[src/rtl/tol_pkg.sv]
package tol_pkg;

    typedef enum logic {
        ST_IDLE,
        ST_WALK
    } tol_state_e;

    typedef enum logic [2:0] {
        ACT_SAVE_RIGHT_GO_LEFT,
        ACT_GO_LEFT,
        ACT_GO_RIGHT,
        ACT_RESUME,
        ACT_FINISH
    } tol_act_e;

endpackage

[src/rtl/tol_step.sv]
module tol_step
    import tol_pkg::*;
#(
    parameter int ADDR_W = 5
) (
    input  logic [ADDR_W:0]   left_ref_i,
    input  logic [ADDR_W:0]   right_ref_i,
    input  logic              stk_empty_i,
    input  logic [ADDR_W-1:0] stk_top_i,
    output tol_act_e          act_o,
    output logic [ADDR_W-1:0] next_addr_o,
    output logic [ADDR_W-1:0] save_addr_o
);

    logic left_leaf;
    logic right_leaf;

    assign left_leaf   = left_ref_i[ADDR_W];
    assign right_leaf  = right_ref_i[ADDR_W];
    assign save_addr_o = right_ref_i[ADDR_W-1:0];

    always_comb begin
        act_o       = ACT_FINISH;
        next_addr_o = '0;
        unique case ({left_leaf, right_leaf})
            2'b00: begin
                act_o       = ACT_SAVE_RIGHT_GO_LEFT;
                next_addr_o = left_ref_i[ADDR_W-1:0];
            end
            2'b01: begin
                act_o       = ACT_GO_LEFT;
                next_addr_o = left_ref_i[ADDR_W-1:0];
            end
            2'b10: begin
                act_o       = ACT_GO_RIGHT;
                next_addr_o = right_ref_i[ADDR_W-1:0];
            end
            default: begin
                if (stk_empty_i) begin
                    act_o = ACT_FINISH;
                end else begin
                    act_o       = ACT_RESUME;
                    next_addr_o = stk_top_i;
                end
            end
        endcase
    end

endmodule

[src/rtl/tol_stack.sv]
module tol_stack #(
    parameter int DEPTH = 31,
    parameter int W     = 5
) (
    input  logic         clk,
    input  logic         rst_n,
    input  logic         push_i,
    input  logic [W-1:0] push_data_i,
    input  logic         pop_i,
    output logic [W-1:0] top_o,
    output logic         empty_o,
    output logic         full_o
);

    localparam int PW = $clog2(DEPTH + 1);

    typedef struct packed {
        logic [PW-1:0]             sp;
        logic [DEPTH-1:0][W-1:0]   mem;
    } stk_regs_t;

    stk_regs_t stk_d, stk_q;
    logic [PW-1:0] top_idx;

    assign empty_o = (stk_q.sp == '0);
    assign full_o  = (stk_q.sp == PW'(DEPTH));
    assign top_idx = stk_q.sp - PW'(1);

    always_comb begin
        top_o = '0;
        if (!empty_o) begin
            top_o = stk_q.mem[top_idx];
        end
    end

    always_comb begin
        stk_d = stk_q;
        if (push_i && !full_o) begin
            stk_d.mem[stk_q.sp] = push_data_i;
            stk_d.sp            = stk_q.sp + PW'(1);
        end else if (pop_i && !empty_o) begin
            stk_d.sp = top_idx;
        end
    end

    always_ff @(posedge clk or negedge rst_n) begin
        if (!rst_n) begin
            stk_q <= '0;
        end else begin
            stk_q <= stk_d;
        end
    end

    AST_NO_OVERFLOW: assert property (@(posedge clk) disable iff (!rst_n)
        push_i |-> !full_o);
    AST_NO_UNDERFLOW: assert property (@(posedge clk) disable iff (!rst_n)
        pop_i |-> !empty_o);
    AST_RESUME_SHRINKS: assert property (@(posedge clk) disable iff (!rst_n)
        (pop_i && !push_i) |=> (stk_q.sp == $past(stk_q.sp) - PW'(1)));

endmodule

[src/rtl/tree_order_lister.sv]
module tree_order_lister
    import tol_pkg::*;
#(
    parameter int ADDR_W    = 5,
    parameter int MAX_NODES = 31
) (
    input  logic                                 clk,
    input  logic                                 rst_n,
    input  logic                                 start_i,
    input  logic [ADDR_W-1:0]                    root_i,
    output logic                                 topo_rd_o,
    output logic [ADDR_W-1:0]                    topo_addr_o,
    input  logic [3*(ADDR_W+1)-1:0]              topo_data_i,
    output logic                                 ord_we_o,
    output logic [$clog2(MAX_NODES)-1:0]         ord_addr_o,
    output logic [ADDR_W-1:0]                    ord_data_o,
    output logic                                 busy_o,
    output logic                                 done_o,
    output logic [$clog2(MAX_NODES+1)-1:0]       count_o
);

    localparam int REF_W = ADDR_W + 1;
    localparam int OA_W  = $clog2(MAX_NODES);
    localparam int CNT_W = $clog2(MAX_NODES + 1);

    typedef struct packed {
        tol_state_e          state;
        logic [ADDR_W-1:0]   cur;
        logic [CNT_W-1:0]    cnt;
        logic                done;
    } lst_regs_t;

    lst_regs_t lst_d, lst_q;

    logic [REF_W-1:0]  left_ref;
    logic [REF_W-1:0]  right_ref;
    tol_act_e          act;
    logic [ADDR_W-1:0] next_addr;
    logic [ADDR_W-1:0] save_addr;
    logic              stk_push;
    logic              stk_pop;
    logic [ADDR_W-1:0] stk_top;
    logic              stk_empty;
    logic              stk_full;

    assign left_ref  = topo_data_i[REF_W-1:0];
    assign right_ref = topo_data_i[2*REF_W-1:REF_W];

    tol_step #(
        .ADDR_W (ADDR_W)
    ) step_i (
        .left_ref_i  (left_ref),
        .right_ref_i (right_ref),
        .stk_empty_i (stk_empty),
        .stk_top_i   (stk_top),
        .act_o       (act),
        .next_addr_o (next_addr),
        .save_addr_o (save_addr)
    );

    tol_stack #(
        .DEPTH (MAX_NODES),
        .W     (ADDR_W)
    ) stack_i (
        .clk         (clk),
        .rst_n       (rst_n),
        .push_i      (stk_push),
        .push_data_i (save_addr),
        .pop_i       (stk_pop),
        .top_o       (stk_top),
        .empty_o     (stk_empty),
        .full_o      (stk_full)
    );

    always_comb begin
        lst_d       = lst_q;
        lst_d.done  = 1'b0;
        topo_rd_o   = 1'b0;
        topo_addr_o = '0;
        ord_we_o    = 1'b0;
        ord_addr_o  = lst_q.cnt[OA_W-1:0];
        ord_data_o  = lst_q.cur;
        stk_push    = 1'b0;
        stk_pop     = 1'b0;
        unique case (lst_q.state)
            ST_IDLE: begin
                if (start_i) begin
                    topo_rd_o   = 1'b1;
                    topo_addr_o = root_i;
                    lst_d.cur   = root_i;
                    lst_d.cnt   = '0;
                    lst_d.state = ST_WALK;
                end
            end
            default: begin
                ord_we_o  = 1'b1;
                lst_d.cnt = lst_q.cnt + CNT_W'(1);
                if (act == ACT_FINISH) begin
                    lst_d.state = ST_IDLE;
                    lst_d.done  = 1'b1;
                end else begin
                    topo_rd_o   = 1'b1;
                    topo_addr_o = next_addr;
                    lst_d.cur   = next_addr;
                    stk_push    = (act == ACT_SAVE_RIGHT_GO_LEFT);
                    stk_pop     = (act == ACT_RESUME);
                end
            end
        endcase
    end

    always_ff @(posedge clk or negedge rst_n) begin
        if (!rst_n) begin
            lst_q <= '{state: ST_IDLE, cur: '0, cnt: '0, done: 1'b0};
        end else begin
            lst_q <= lst_d;
        end
    end

    assign busy_o  = (lst_q.state == ST_WALK);
    assign done_o  = lst_q.done;
    assign count_o = lst_q.cnt;

    AST_START_LISTS_ROOT: assert property (@(posedge clk) disable iff (!rst_n)
        (start_i && !busy_o) |=> (ord_we_o && ord_data_o == $past(root_i)));
    AST_ORDER_ADDR_STEP: assert property (@(posedge clk) disable iff (!rst_n)
        (ord_we_o && $past(ord_we_o)) |-> (ord_addr_o == $past(ord_addr_o) + OA_W'(1)));
    AST_DONE_PULSE: assert property (@(posedge clk) disable iff (!rst_n)
        done_o |=> !done_o);
    AST_DONE_AFTER_WRITE: assert property (@(posedge clk) disable iff (!rst_n)
        done_o |-> ($past(ord_we_o) && !busy_o));
    AST_EMPTY_AT_DONE: assert property (@(posedge clk) disable iff (!rst_n)
        done_o |-> stk_empty);
    AST_STACK_ROOM: assert property (@(posedge clk) disable iff (!rst_n)
        busy_o |-> !(stk_full && stk_push));

endmodule

[config.mk]
export PLATFORM = sky130hd
export DESIGN_NAME = tree_order_lister
export DESIGN_NICKNAME = d
export VERILOG_FILES = /design/src/rtl/tol_pkg.sv /design/src/rtl/tol_step.sv /design/src/rtl/tol_stack.sv /design/src/rtl/tree_order_lister.sv
export SDC_FILE = /design/constraint.sdc
export NUM_CORES = 1
export LEC_CHECK = 0
export BUFFER_PORTS_ARGS = -buffer_cell sky130_fd_sc_hd__buf_2
export CORE_MARGIN = 5
export CORE_UTILIZATION = 50
export DETAILED_ROUTE_END_ITERATION = 8
export PLACE_DENSITY = 0.8
export SYNTH_ARGS = -nofsm -noshare
export SYNTH_HDL_FRONTEND = slang
export SYNTH_SLANG_ARGS = --single-unit
[constraint.sdc]
create_clock -name clk -period 3.2 [get_ports clk]
set_input_delay 0.48 -clock clk [delete_from_list [all_inputs] [get_ports clk]]
set_output_delay 0.48 -clock clk [all_outputs]
set_load 0.005 [all_outputs]
# After elaboration in Yosys (flattened, before gate mapping)

Cells that the tools add are included.

Flip-flop bits (word level): 172
Latch bits: 0
RAM bits: 0
Bits in read-only memories: 0
Bits of input ports: 26
Logic and storage cells: 87
Memories: 0

Add/sub/neg operators: 3
Multiply operators: 0
Div/mod/pow operators: 0
Magnitude comparators: 3
Equality and inequality tests: 6
Shifts and indexed selects: 0
Multiplexer cells: 27
Bitwise gates (word level): 0
Reduce and logical (&&, ||, !) cells: 12

Operators by type and width:

| operator                                                          | count |
|---|---|
| bitwise mux 155 bit                                               | 1 |
| two-way mux 5 bit                                                 | 9 |
| binary-select mux 5 bit (select 5 bit)                            | 1 |
| demux 5 bit (select 5 bit)                                        | 1 |
| two-way mux 11 bit                                                | 2 |
| less-than comparator 5 x 6 -> 1 bit, second input constant        | 2 |
| adder 5 x 1 -> 5 bit, second input constant                       | 2 |
| two-way mux 1 bit                                                 | 10 |
| one-hot mux 5 bit (2 select lines)                                | 1 |
| one-hot mux 3 bit (3 select lines)                                | 1 |
| equality test 5 bit, second input constant                        | 1 |
| greater-or-equal comparator 5 x 1 -> 1 bit, second input constant | 1 |
| logical NOT 5 bit                                                 | 1 |
| subtractor 5 x 1 -> 5 bit, second input constant                  | 1 |
| nonzero test 2 bit                                                | 2 |
| equality test 3 x 2 -> 1 bit, second input constant               | 1 |
| equality test 3 bit, second input constant                        | 1 |
| logical AND 1 bit                                                 | 3 |
| logical NOT 3 bit                                                 | 1 |
| two-way mux 3 bit                                                 | 1 |
| equality test 2 x 1 -> 1 bit, second input constant               | 1 |
| equality test 2 bit, second input constant                        | 1 |
| logical NOT 1 bit                                                 | 2 |
| logical NOT 2 bit                                                 | 1 |
| other kinds (3)                                                   | 3 |

# Longest topological paths before layout

Gate-level depths: netlist of the first run.

Depth in word-level cells: 9
Gate-level depth with buffers: 13
Mapped depth without buffers: 8

# Modules after synthesis

From an unflattened synthesis of the first run, not the netlist that was laid out.

Cell total of the unflattened synthesis: 644
Area, all modules: 8595.7 µm²

By module, submodules not included:

| module            | instances | cells each | area each (µm²) | sequential area each (µm²) |
|---|---|---|---|---|
| tol_stack         | 1         | 544        | 7668.6          | 4003.8 |
| tree_order_lister | 1         | 70         | 721.9           | 300.3 |
| tol_step          | 1         | 30         | 205.2           | 0.0 |

# Least setup slack after synthesis of the first run

Ideal clock, no wire load.

Path type: register to output
From: register stack_i.stk_q[155] (netlist name)
To: output port topo_addr_o[3]
Arrival: 2.652 ns
Data required time: 2.720 ns
Setup slack: 0.068 ns
Stages on the path, launching flop included: 11
Cells stage by stage: dfrtp_1 -> buf_4 -> inv_2 -> ha_1 -> buf_4 -> xnor2_2 -> mux4_2 -> a211o_1 -> o311a_1 -> o211a_1 -> mux2i_1

Word-level cells in the longest chain between the ends: 7

Ends and longest elaborated chain:

| element                                 | line                    | RTL |
|---|---|---|
| from (decl)                             | tol_stack.sv:22         | `stk_regs_t stk_d, stk_q;` |
| from (signal assigned)                  | tol_stack.sv:50         | `stk_q <= stk_d;` |
| subtractor 5 x 1 -> 5 bit               | tol_stack.sv:27         | `assign top_idx = stk_q.sp - PW'(1);` |
| binary-select mux 5 bit (select 5 bit)  | tol_stack.sv:32         | `top_o = stk_q.mem[top_idx];` |
| two-way mux 5 bit (not written as such) | tol_stack.sv:32         |  |
| two-way mux 5 bit                       | tol_step.sv:39          | `if (stk_empty_i) begin` |
| one-hot mux 5 bit (2 select lines)      | tol_step.sv:25          | `unique case ({left_leaf, right_leaf})` |
| two-way mux 5 bit *                     | tree_order_lister.sv:98 | `if (act == ACT_FINISH) begin` |
| two-way mux 5 bit *                     | tree_order_lister.sv:85 | `unique case (lst_q.state)` |
| to (decl)                               | tree_order_lister.sv:12 | `output logic [ADDR_W-1:0] topo_addr_o,` |

Mark *: on every way between the ends. The rest lies on a longest branch, timed or not. The select of a mux whose other input is x is not followed.

# Worst setup path after layout of the first run

From: register stack_i.stk_q[155] (netlist name)
To: output port topo_addr_o[0]

Same word-level chain as after synthesis.

==> results.cfg, run 1 <==
[run_status]
outcome = complete, but fails checks
violations = setup timing

[floorplanning]
ios = 50
fp.coreArea_sq_um = 16640
die_w_um = 140.5
start_util_pct = 51.17
rows = 47
die_y_um = 140.5
dieArea_sq_um = 19740

[layout]
design_area_sq_um = 9839
antenna_cells = 0
area_growth_pct = 15.55
nets = 833
drive_gt1_share_pct = 30.75

[detailed_routing]
dr.first_iter.drc_count = 759
num_vias = 6205
wirelength_um = 20480
viasPerCell = 6.007
first_pass_iters = 6
drc = 0
post_drt_wl_per_cell_um = 19.83
antenna_left = 0

[clock_tree]
cts_buffer_depth = 2
ctsHtreeMaxLevel = 4
cts_hold_buf = 0
clkSinkCount = 172
numCtsBuffers = 17
clkSlewWorstSetupHoldPaths_ns = 0.07
cts_tree = yes
clock_latency_ns = 0.44
root_buffer = clkbuf_16

[logic_synthesis]
synth_top_area_share_pct = 50.54
avgSynthCellArea_sq_um = 11.40
ys.flop_type = dfrtp_1
synth_commonest_cells = dfrtp_1 (172), nand2_1 (140), mux2_2 (94)
synth_adder_area_share_pct = 1.029
synthCells = 747
synth_xor_xnor_area_share_pct = 1.440
yosysMostFrequentCell = dfrtp_1
syn_nets = 780
synth.largest_area_cell = dfrtp_1
synth_area_leaders = dfrtp_1 (51%), mux2_2 (12%), nand2_1 (6.2%), o21ai_0 (4.8%), mux2i_1 (4.1%)
synth_top_family_by_area = multiplexers
synth-seq-cells = 172
synthMuxAreaShare_pct = 22.23
synth-seq-area-share_pct = 50.54
async_reset_ff_share_pct = 100.0
synth.distinct_cells = 58
synth-compound-area-share_pct = 9.815
yosysWarnings = 0
synthesis.area_sq_um = 8516
synth_simple_gate_area_share_pct = 10.80
synth_edf_count = 0

[placed_design]
io_buffers = 43
placed_area_sq_um = 9021
dp_hpwl_um = 13380
place_congestion = 0.9184
place_ws_ns = 0.1425

[timing]
clock_skew_ns = 0.01605
max_freq_mhz = 291.7
slew_headroom_pct = 55.47
slew_viol_final = 0
min_period_ns = 3.428
setup_viol = 4
max_slew.worst_pin.slew_ns = 0.6680
rsz0062_at_grt = true
setup_tns_ns = -0.8210
fin_ws_ns = -0.2280
timing.hold.ws_ns = 0.04059
post-route-period-util_pct = 107.1
hold_viol_final = 0

[power_and_ir_drop]
power.density_nw_per_um2 = 1063
p_sw_mw = 3.751
pwr-share-clk_pct = 20.1
leakage_nw = 4.576
intPower_mw = 6.709
p_seq_share_pct = 33.9
switching_share_pct = 35.86
ir_drop_mv = 0.6087
p_comb_share_pct = 45.9

[worst_hold_path]
holdCritPathClass = input pin to async pin

[grt]
grt_use_met3_pct = 4.806
grtUsageMet1_pct = 29.75
grt_max_degree = 75
grt_overflow = 0
top_usage_layer = met2
track_usage_pct = 21.22
grt_pass1_vias = 6040
grt_pass1_wl_um = 32850
grtUsageMet2_pct = 32.69
grt_antenna_before_repair = 0

[critical_path]
crit_fanout = 8
ff2ff_path_depth = 9
critPathKind = flop to primary output
end_kind = primary output
required_ns = 2.72
arrival_ns = 2.95
critPathLaunchType = flop

[job]
maxCapViolations = 0
worst paths after layout:
check | slack [ns] | to | start
max | -0.23 | topo_addr_o[0] | stack_i.stk_q[155]$_DFFE_PN0P_
min | 0.04 | stack_i.stk_q[123]$_DFFE_PN0P_ | rst_n
max reg2reg | 0.18 | stack_i.stk_q[120]$_DFFE_PN0P_ | stack_i.stk_q[155]$_DFFE_PN0P_
min reg2reg | 0.48 | stack_i.stk_q[134]$_DFFE_PN0P_ | stack_i.stk_q[134]$_DFFE_PN0P_
max in group asynchronous | 2.36 | stack_i.stk_q[115]$_DFFE_PN0P_ | rst_n
min in group clk | 0.40 | ord_data_o[4]$_DFFE_PN0P_ | root_i[4]
worst max-delay path, stage by stage (launching register included):
cell and delay (ns):
dfrtp_1 0.40, inv_2 0.11, ha_4 0.18, xor2_4 0.20, buf_12 0.17, mux4_2 0.52
mux2i_2 0.20, o32a_1 0.22, and4b_2 0.29, mux2i_1 0.08, buf_2 0.13
placed cells by master (no fill, tap or decap), types with 3 or more instances in the layout:
master      netlist  final
and2_1            7      7
nand3_1          11     11
o21ai_0          82     80
mux4_1            9      5
buf_6             5      8
mux2i_2           0      4
a32o_1            3      3
dfrtp_1         172    171
mux4_2           11     15
a21oi_1          10     10
buf_12            1      3
o22ai_1           5      5
ha_1              7      5
inv_1            14     13
nor3_1            4      3
and4b_2           0      3
clkbuf_8          0      5
a311oi_1          3      3
and3_1            4      4
xnor2_1           7      7
buf_2             8     42
a22o_1            6      6
nand2_1         140    140
mux2_2           94     94
a22oi_1           3      3
o32a_1            4      4
buf_4            12     27
clkbuf_16         0     18
nand4b_1          4      4
clkinvlp_4        0      4
mux2i_1          35     31
nor2_1           20     20
layer usage:
metal / routed length [um] / vias to the layer above
li1: - / 2775
met1: 8819 / 3110
met2: 9642 / 269
met3: 1475 / 51
met4: 546 / 0
met5: 0 / -
power groups by stage:
stage                     Combinational, mW  Sequential, mW  Clock, mW
after global placement                 4.09            3.49          0
after detailed placement               4.21            3.54          0
final                                  4.81            3.55       2.10
after global routing                   5.15            3.65       2.23
after floorplan                        3.14            3.40          0
after CTS                              4.48            3.53       2.12
flip-flops by register name (all words and copies together), names as in the netlist:
register / cells
stack_i.stk_q: 160
busy_o: 1
done_o: 1
ord_data_o: 5
count_o: 5
cells by family after synthesis:
group / Yosys count
xor gates and xnor gates: 11
buffers and inverters: 65
AOI/OAI and AO/OA: 137
and+or+nand+nor: 206
muxes: 149
DFF: 172
adders and majority gates: 7
per-stage QoR:
stage / std cells / utilization (%) / power, mW
after floorplan: 747 / - / 6.533
after global placement: 994 / 54.21 / 7.586
after detailed placement: 994 / 54.21 / 7.748
after CTS: 1029 / 58.36 / 10.13
after global routing: 1033 / 59.12 / 11.03
final: 1033 / 59.12 / 10.46
repair_timing:
| action | in CTS | in global routing |
|---|---|---|
| buffers inserted | 3 | 3 |
| gates cloned | 0 | 1 |
| resized for setup | 24 | 16 |
| pin swaps | 4 | 1 |
| setup endpoints to repair | 5 | 5 |
area by class of cell:
cell class,instances,area [sq um]
Clock buffer,23,498.0
Clock inverter,9,108.9
Fill cell,1311,6803
Inverter,15,56.30
Multi-Input combinational cell,510,3950
Sequential cell,172,4305
Tap cell,220,275.3
Timing Repair Buffer,84,645.6
Note: power is estimated with default switching activity, not from simulation.
==> run 2: changes to the inputs <==
--- a/config.mk
+++ b/config.mk
@@ -8,3 +8,2 @@
 export BUFFER_PORTS_ARGS = -buffer_cell sky130_fd_sc_hd__buf_2
-export CORE_MARGIN = 5
 export CORE_UTILIZATION = 50
--- a/constraint.sdc
+++ b/constraint.sdc
@@ -3,2 +3,2 @@
 set_output_delay 0.48 -clock clk [all_outputs]
-set_load 0.005 [all_outputs]
+set_load 0.05 [all_outputs]
==> results.cfg, run 2 (synthesized netlist as in run 1, its figures left out) <==
[run_status]
outcome = complete, but fails checks
violations = setup timing

[clock_tree]
cts_buffer_depth = 2
root_buffer = clkbuf_16
cts_tree = yes
clkSlewWorstSetupHoldPaths_ns = 0.06
clkSinkCount = 172
numCtsBuffers = 17
ctsHtreeMaxLevel = 4
clock_latency_ns = 0.43

[timing]
max_slew.worst_pin.slew_ns = 0.7177
clock_skew_ns = 0.01112
post-route-period-util_pct = 107.5
slew_viol_final = 0
setup_viol = 5
rsz0062_at_grt = true
hold_viol_final = 0
min_period_ns = 3.441
slew_headroom_pct = 52.15
max_freq_mhz = 290.6
timing.hold.ws_ns = 0.06707
setup_tns_ns = -0.8668
fin_ws_ns = -0.2410

[power_and_ir_drop]
p_comb_share_pct = 48.3
ir_drop_mv = 0.5831
p_seq_share_pct = 33.3
pwr-share-clk_pct = 18.4
switching_share_pct = 38.74
intPower_mw = 6.570
p_sw_mw = 4.154
leakage_nw = 4.557
power.density_nw_per_um2 = 1086

[layout]
largest_register = stack_i.stk_q
design_area_sq_um = 9877
layout_commonest_cell = dfrtp_1
drive_gt1_share_pct = 32.15
largest_register_ffs = 160
nets = 840
area_growth_pct = 15.99
antenna_cells = 0
layout_common_cells = dfrtp_1 (170), nand2_1 (140), mux2_2 (94), o21ai_0 (80), buf_4 (39)

[detailed_routing]
first_pass_iters = 5
post_drt_wl_per_cell_um = 19.69
viasPerCell = 5.908
wirelength_um = 20440
dr.first_iter.drc_count = 539
antenna_left = 0
drc = 0
num_vias = 6132

[floorplanning]
dieArea_sq_um = 17560
rows = 47
die_y_um = 132.5
fp.coreArea_sq_um = 16580
start_util_pct = 51.35
die_w_um = 132.5
ios = 50

[critical_path]
critPathLaunchType = flop
crit_fanout = 8
arrival_ns = 2.96
critPathKind = flop to primary output
required_ns = 2.72
end_kind = primary output

[placed_design]
place_congestion = 0.8462
io_buffers = 43
place_ws_ns = -0.06838
dp_hpwl_um = 13660
placed_area_sq_um = 9144

[grt]
grt_pass1_wl_um = 33400
grt_pass1_vias = 6219
grt_overflow = 0
grt_antenna_before_repair = 0
grt_max_degree = 73
track_usage_pct = 24.73

[job]
maxCapViolations = 0

[worst_hold_path]
holdCritPathClass = input pin to async pin
[run 2: power by group through the flow]
stage                     registers [mW]  logic [mW]  clock network [mW]
after CTS                           3.55        5.03                2.00
final                               3.57        5.18                1.98
after detailed placement            3.57        4.71                   0
after floorplan                     3.62        3.42                   0
after global placement              3.51        4.61                   0
after global routing                3.66        5.55                2.10
[run 2: what timing repair did]
item | 4_1_cts | 5_1_grt
resized for setup | 37 | 10
buffers inserted | 2 | 2
setup endpoints to repair | 5 | 5
hold buffers | 0 | 0
pin swaps | 6 | 3
[run 2: path summary, 6_finish.rpt]
check,from,end,slack (ns),cells after the start
max,stack_i.stk_q[156]$_DFFE_PN0P_,topo_addr_o[0],-0.24,10
min,rst_n,stack_i.stk_q[132]$_DFFE_PN0P_,0.07,1
max reg2reg,stack_i.stk_q[155]$_DFFE_PN0P_,stack_i.stk_q[5]$_DFFE_PN0P_,0.37,9
min reg2reg,stack_i.stk_q[124]$_DFFE_PN0P_,stack_i.stk_q[124]$_DFFE_PN0P_,0.48,2
max in group asynchronous,rst_n,stack_i.stk_q[21]$_DFFE_PN0P_,2.33,2
min in group clk,root_i[4],ord_data_o[4]$_DFFE_PN0P_,0.41,3
[run 2: layer usage]
metal  GRT usage [%]  vias up  share of wire, %
li1                -     2788                 -
met1           32.32     3082                43
met2           39.65      230                49
met3           5.939       32               5.7
met4           10.22        0               3.0
met5               0        -                 0
[run 2: per-stage QoR]
stage	power (mW)	cells	util, %
after floorplan	7.040	747	-
after global placement	8.114	1004	55.14
after detailed placement	8.275	1004	55.14
after CTS	10.58	1036	59.24
after global routing	11.32	1038	59.56
final	10.72	1038	59.56
[run 2: layout make-up]
cell class / instances / area [sq um]
clock buffers: 18 / 429.2
clock inverters: 12 / 125.1
fillers: 1316 / 6706
inverters: 15 / 58.81
multi-input cells: 510 / 4005
flip-flops and latches: 172 / 4307
well taps: 220 / 275.3
repair buffers: 91 / 676.9
[run 2: critical path, stage by stage (launching register included)]
cell and delay [ns]:
dfrtp_1 0.40, inv_2 0.09, ha_4 0.17, xor2_4 0.20
buf_12 0.17, mux4_2 0.52, mux2i_2 0.20, o32a_1 0.23
and4b_2 0.30, mux2i_4 0.08, buf_6 0.16
==> run 3: changes to the inputs <==
- ABC_CLOCK_PERIOD_IN_PS: default -> 3200
- PLACE_DENSITY: 0.8 -> 0.78
==> results.cfg, run 3 (synthesized netlist as in run 1, its figures left out) <==
[run_status]
outcome = complete, but fails checks
violations = setup timing

[floorplanning]
start_util_pct = 51.35
die_w_um = 132.5
die_y_um = 132.5
rows = 47
ios = 50
dieArea_sq_um = 17560
fp.coreArea_sq_um = 16580

[layout]
layout_common_cells = dfrtp_1 (171), nand2_1 (140), mux2_2 (94), o21ai_0 (80), buf_4 (40)
drive_gt1_share_pct = 32.85
area_growth_pct = 17.78
final_cells = 1045
layout_commonest_cell = dfrtp_1
largest_register_ffs = 160
largest_register = stack_i.stk_q
nets = 845
antenna_cells = 0

[timing]
hold_viol_final = 0
setup_tns_ns = -0.9083
clock_skew_ns = 0.01024
max_freq_mhz = 288.9
setup_viol = 5
fin_ws_ns = -0.2618
rsz0062_at_grt = true
slew_headroom_pct = 48.53
min_period_ns = 3.462
slew_viol_final = 0
post-route-period-util_pct = 108.2
max_slew.worst_pin.slew_ns = 0.7721

[detailed_routing]
viasPerCell = 5.977
antenna_left = 0
num_vias = 6246
post_drt_wl_per_cell_um = 19.84
wirelength_um = 20740
drc = 0
dr.first_iter.drc_count = 598
first_pass_iters = 5

[grt]
grt_overflow = 0
grt_antenna_before_repair = 0
grtUsageMet2_pct = 39.82
grtUsageMet1_pct = 32.60
grt_pass1_wl_um = 33480
grt_pass1_vias = 6350
grt_max_degree = 86
grt_use_met3_pct = 5.632
top_usage_layer = met2
track_usage_pct = 24.82

[placed_design]
dp_hpwl_um = 13810
io_buffers = 43
place_congestion = 0.9066
dp_cells = 1000
place_ws_ns = -0.04286

[clock_tree]
numCtsBuffers = 17
cts_buffer_depth = 2
clkSlewWorstSetupHoldPaths_ns = 0.06
clock_latency_ns = 0.44
clkSinkCount = 172
cts_tree = yes
cts_hold_buf = 0
ctsHtreeMaxLevel = 4
root_buffer = clkbuf_16

[power_and_ir_drop]
pwr-share-clk_pct = 18.9
ir_drop_mv = 0.6147
power.density_nw_per_um2 = 1115
intPower_mw = 6.884
leakage_nw = 4.622
power.total_mw = 11.19
p_seq_share_pct = 31.7
p_sw_mw = 4.303
switching_share_pct = 38.46
p_comb_share_pct = 49.5

[worst_hold_path]
holdCritPathClass = input pin to async pin

[critical_path]
required_ns = 2.72
critPathLaunchType = flop
end_kind = primary output
arrival_ns = 2.98
critPathKind = flop to primary output
crit_fanout = 8

[job]
maxCapViolations = 0
run 3: cell types whose count changed in the layout (fill, tap and decap cells not counted), sizes merged:
cell	change
clkinvlp	-1
clkbuf	+2
bufinv	+1
buf	+5
run 3: through the flow:
step                hold slack [ns]  utilization, %  area (sq um)
floorplan                    0.1844               -          8576
global placement             0.4563           55.03          9126
detailed placement           0.4704           55.03          9126
CTS                          0.1225           60.16          9977
global route                 0.1686           60.48         10030
finish                       0.1006           60.48         10030
run 3: repair_timing:
item / 4_1_cts / 5_1_grt
setup buffers: 12 / 1
pin swaps: 7 / 2
hold endpoints to repair: 0 / 0
gates resized for setup: 45 / 9
gates cloned: 0 / 0
setup endpoints to repair: 5 / 6
run 3: worst paths after layout:
path,startpoint,cells after the start,slack [ns],end
max,stack_i.stk_q[155]$_DFFE_PN0P_,10,-0.26,topo_addr_o[1]
min,rst_n,1,0.10,stack_i.stk_q[137]$_DFFE_PN0P_
max reg2reg,stack_i.stk_q[155]$_DFFE_PN0P_,8,0.11,stack_i.stk_q[60]$_DFFE_PN0P_
min reg2reg,stack_i.stk_q[139]$_DFFE_PN0P_,2,0.48,stack_i.stk_q[139]$_DFFE_PN0P_
max in group asynchronous,rst_n,2,2.35,stack_i.stk_q[37]$_DFFE_PN0P_
min in group clk,root_i[4],3,0.41,ord_data_o[4]$_DFFE_PN0P_
run 3: area by class of cell:
type,count,area [sq um]
fillers,1301,6554
multi-input cells,510,4038
flip-flops and latches,172,4305
well taps,220,275.3
inverters,15,58.81
clock buffers,20,456.7
repair buffers,96,752.0
clock inverters,12,143.9
run 3: power by group through the flow:
stage                     Sequential, mW  Combinational (mW)  Clock [mW]
after detailed placement            3.55                4.75           0
after CTS                           3.53                5.37        2.13
after floorplan                     3.62                3.42           0
after global routing                3.64                5.88        2.21
after global placement              3.50                4.61           0
final                               3.54                5.54        2.11
run 3: worst max-delay path, stage by stage (launching register included):
cell and delay [ns]:
dfrtp_2 0.42, inv_4 0.07, ha_4 0.16, xor2_4 0.22, buf_12 0.18, mux4_2 0.52, mux2i_2 0.20, o32a_1 0.21
and4b_2 0.30, mux2i_4 0.09, buf_6 0.16
run 3: routing by layer:
layer  up-vias  routed length [um]  share of wire, %
met5         -                   0                 0
met2       273                9923                48
met1      3131                8718                42
met3        50                1487               7.2
met4         0                 607               2.9
li1       2792                   -                 -
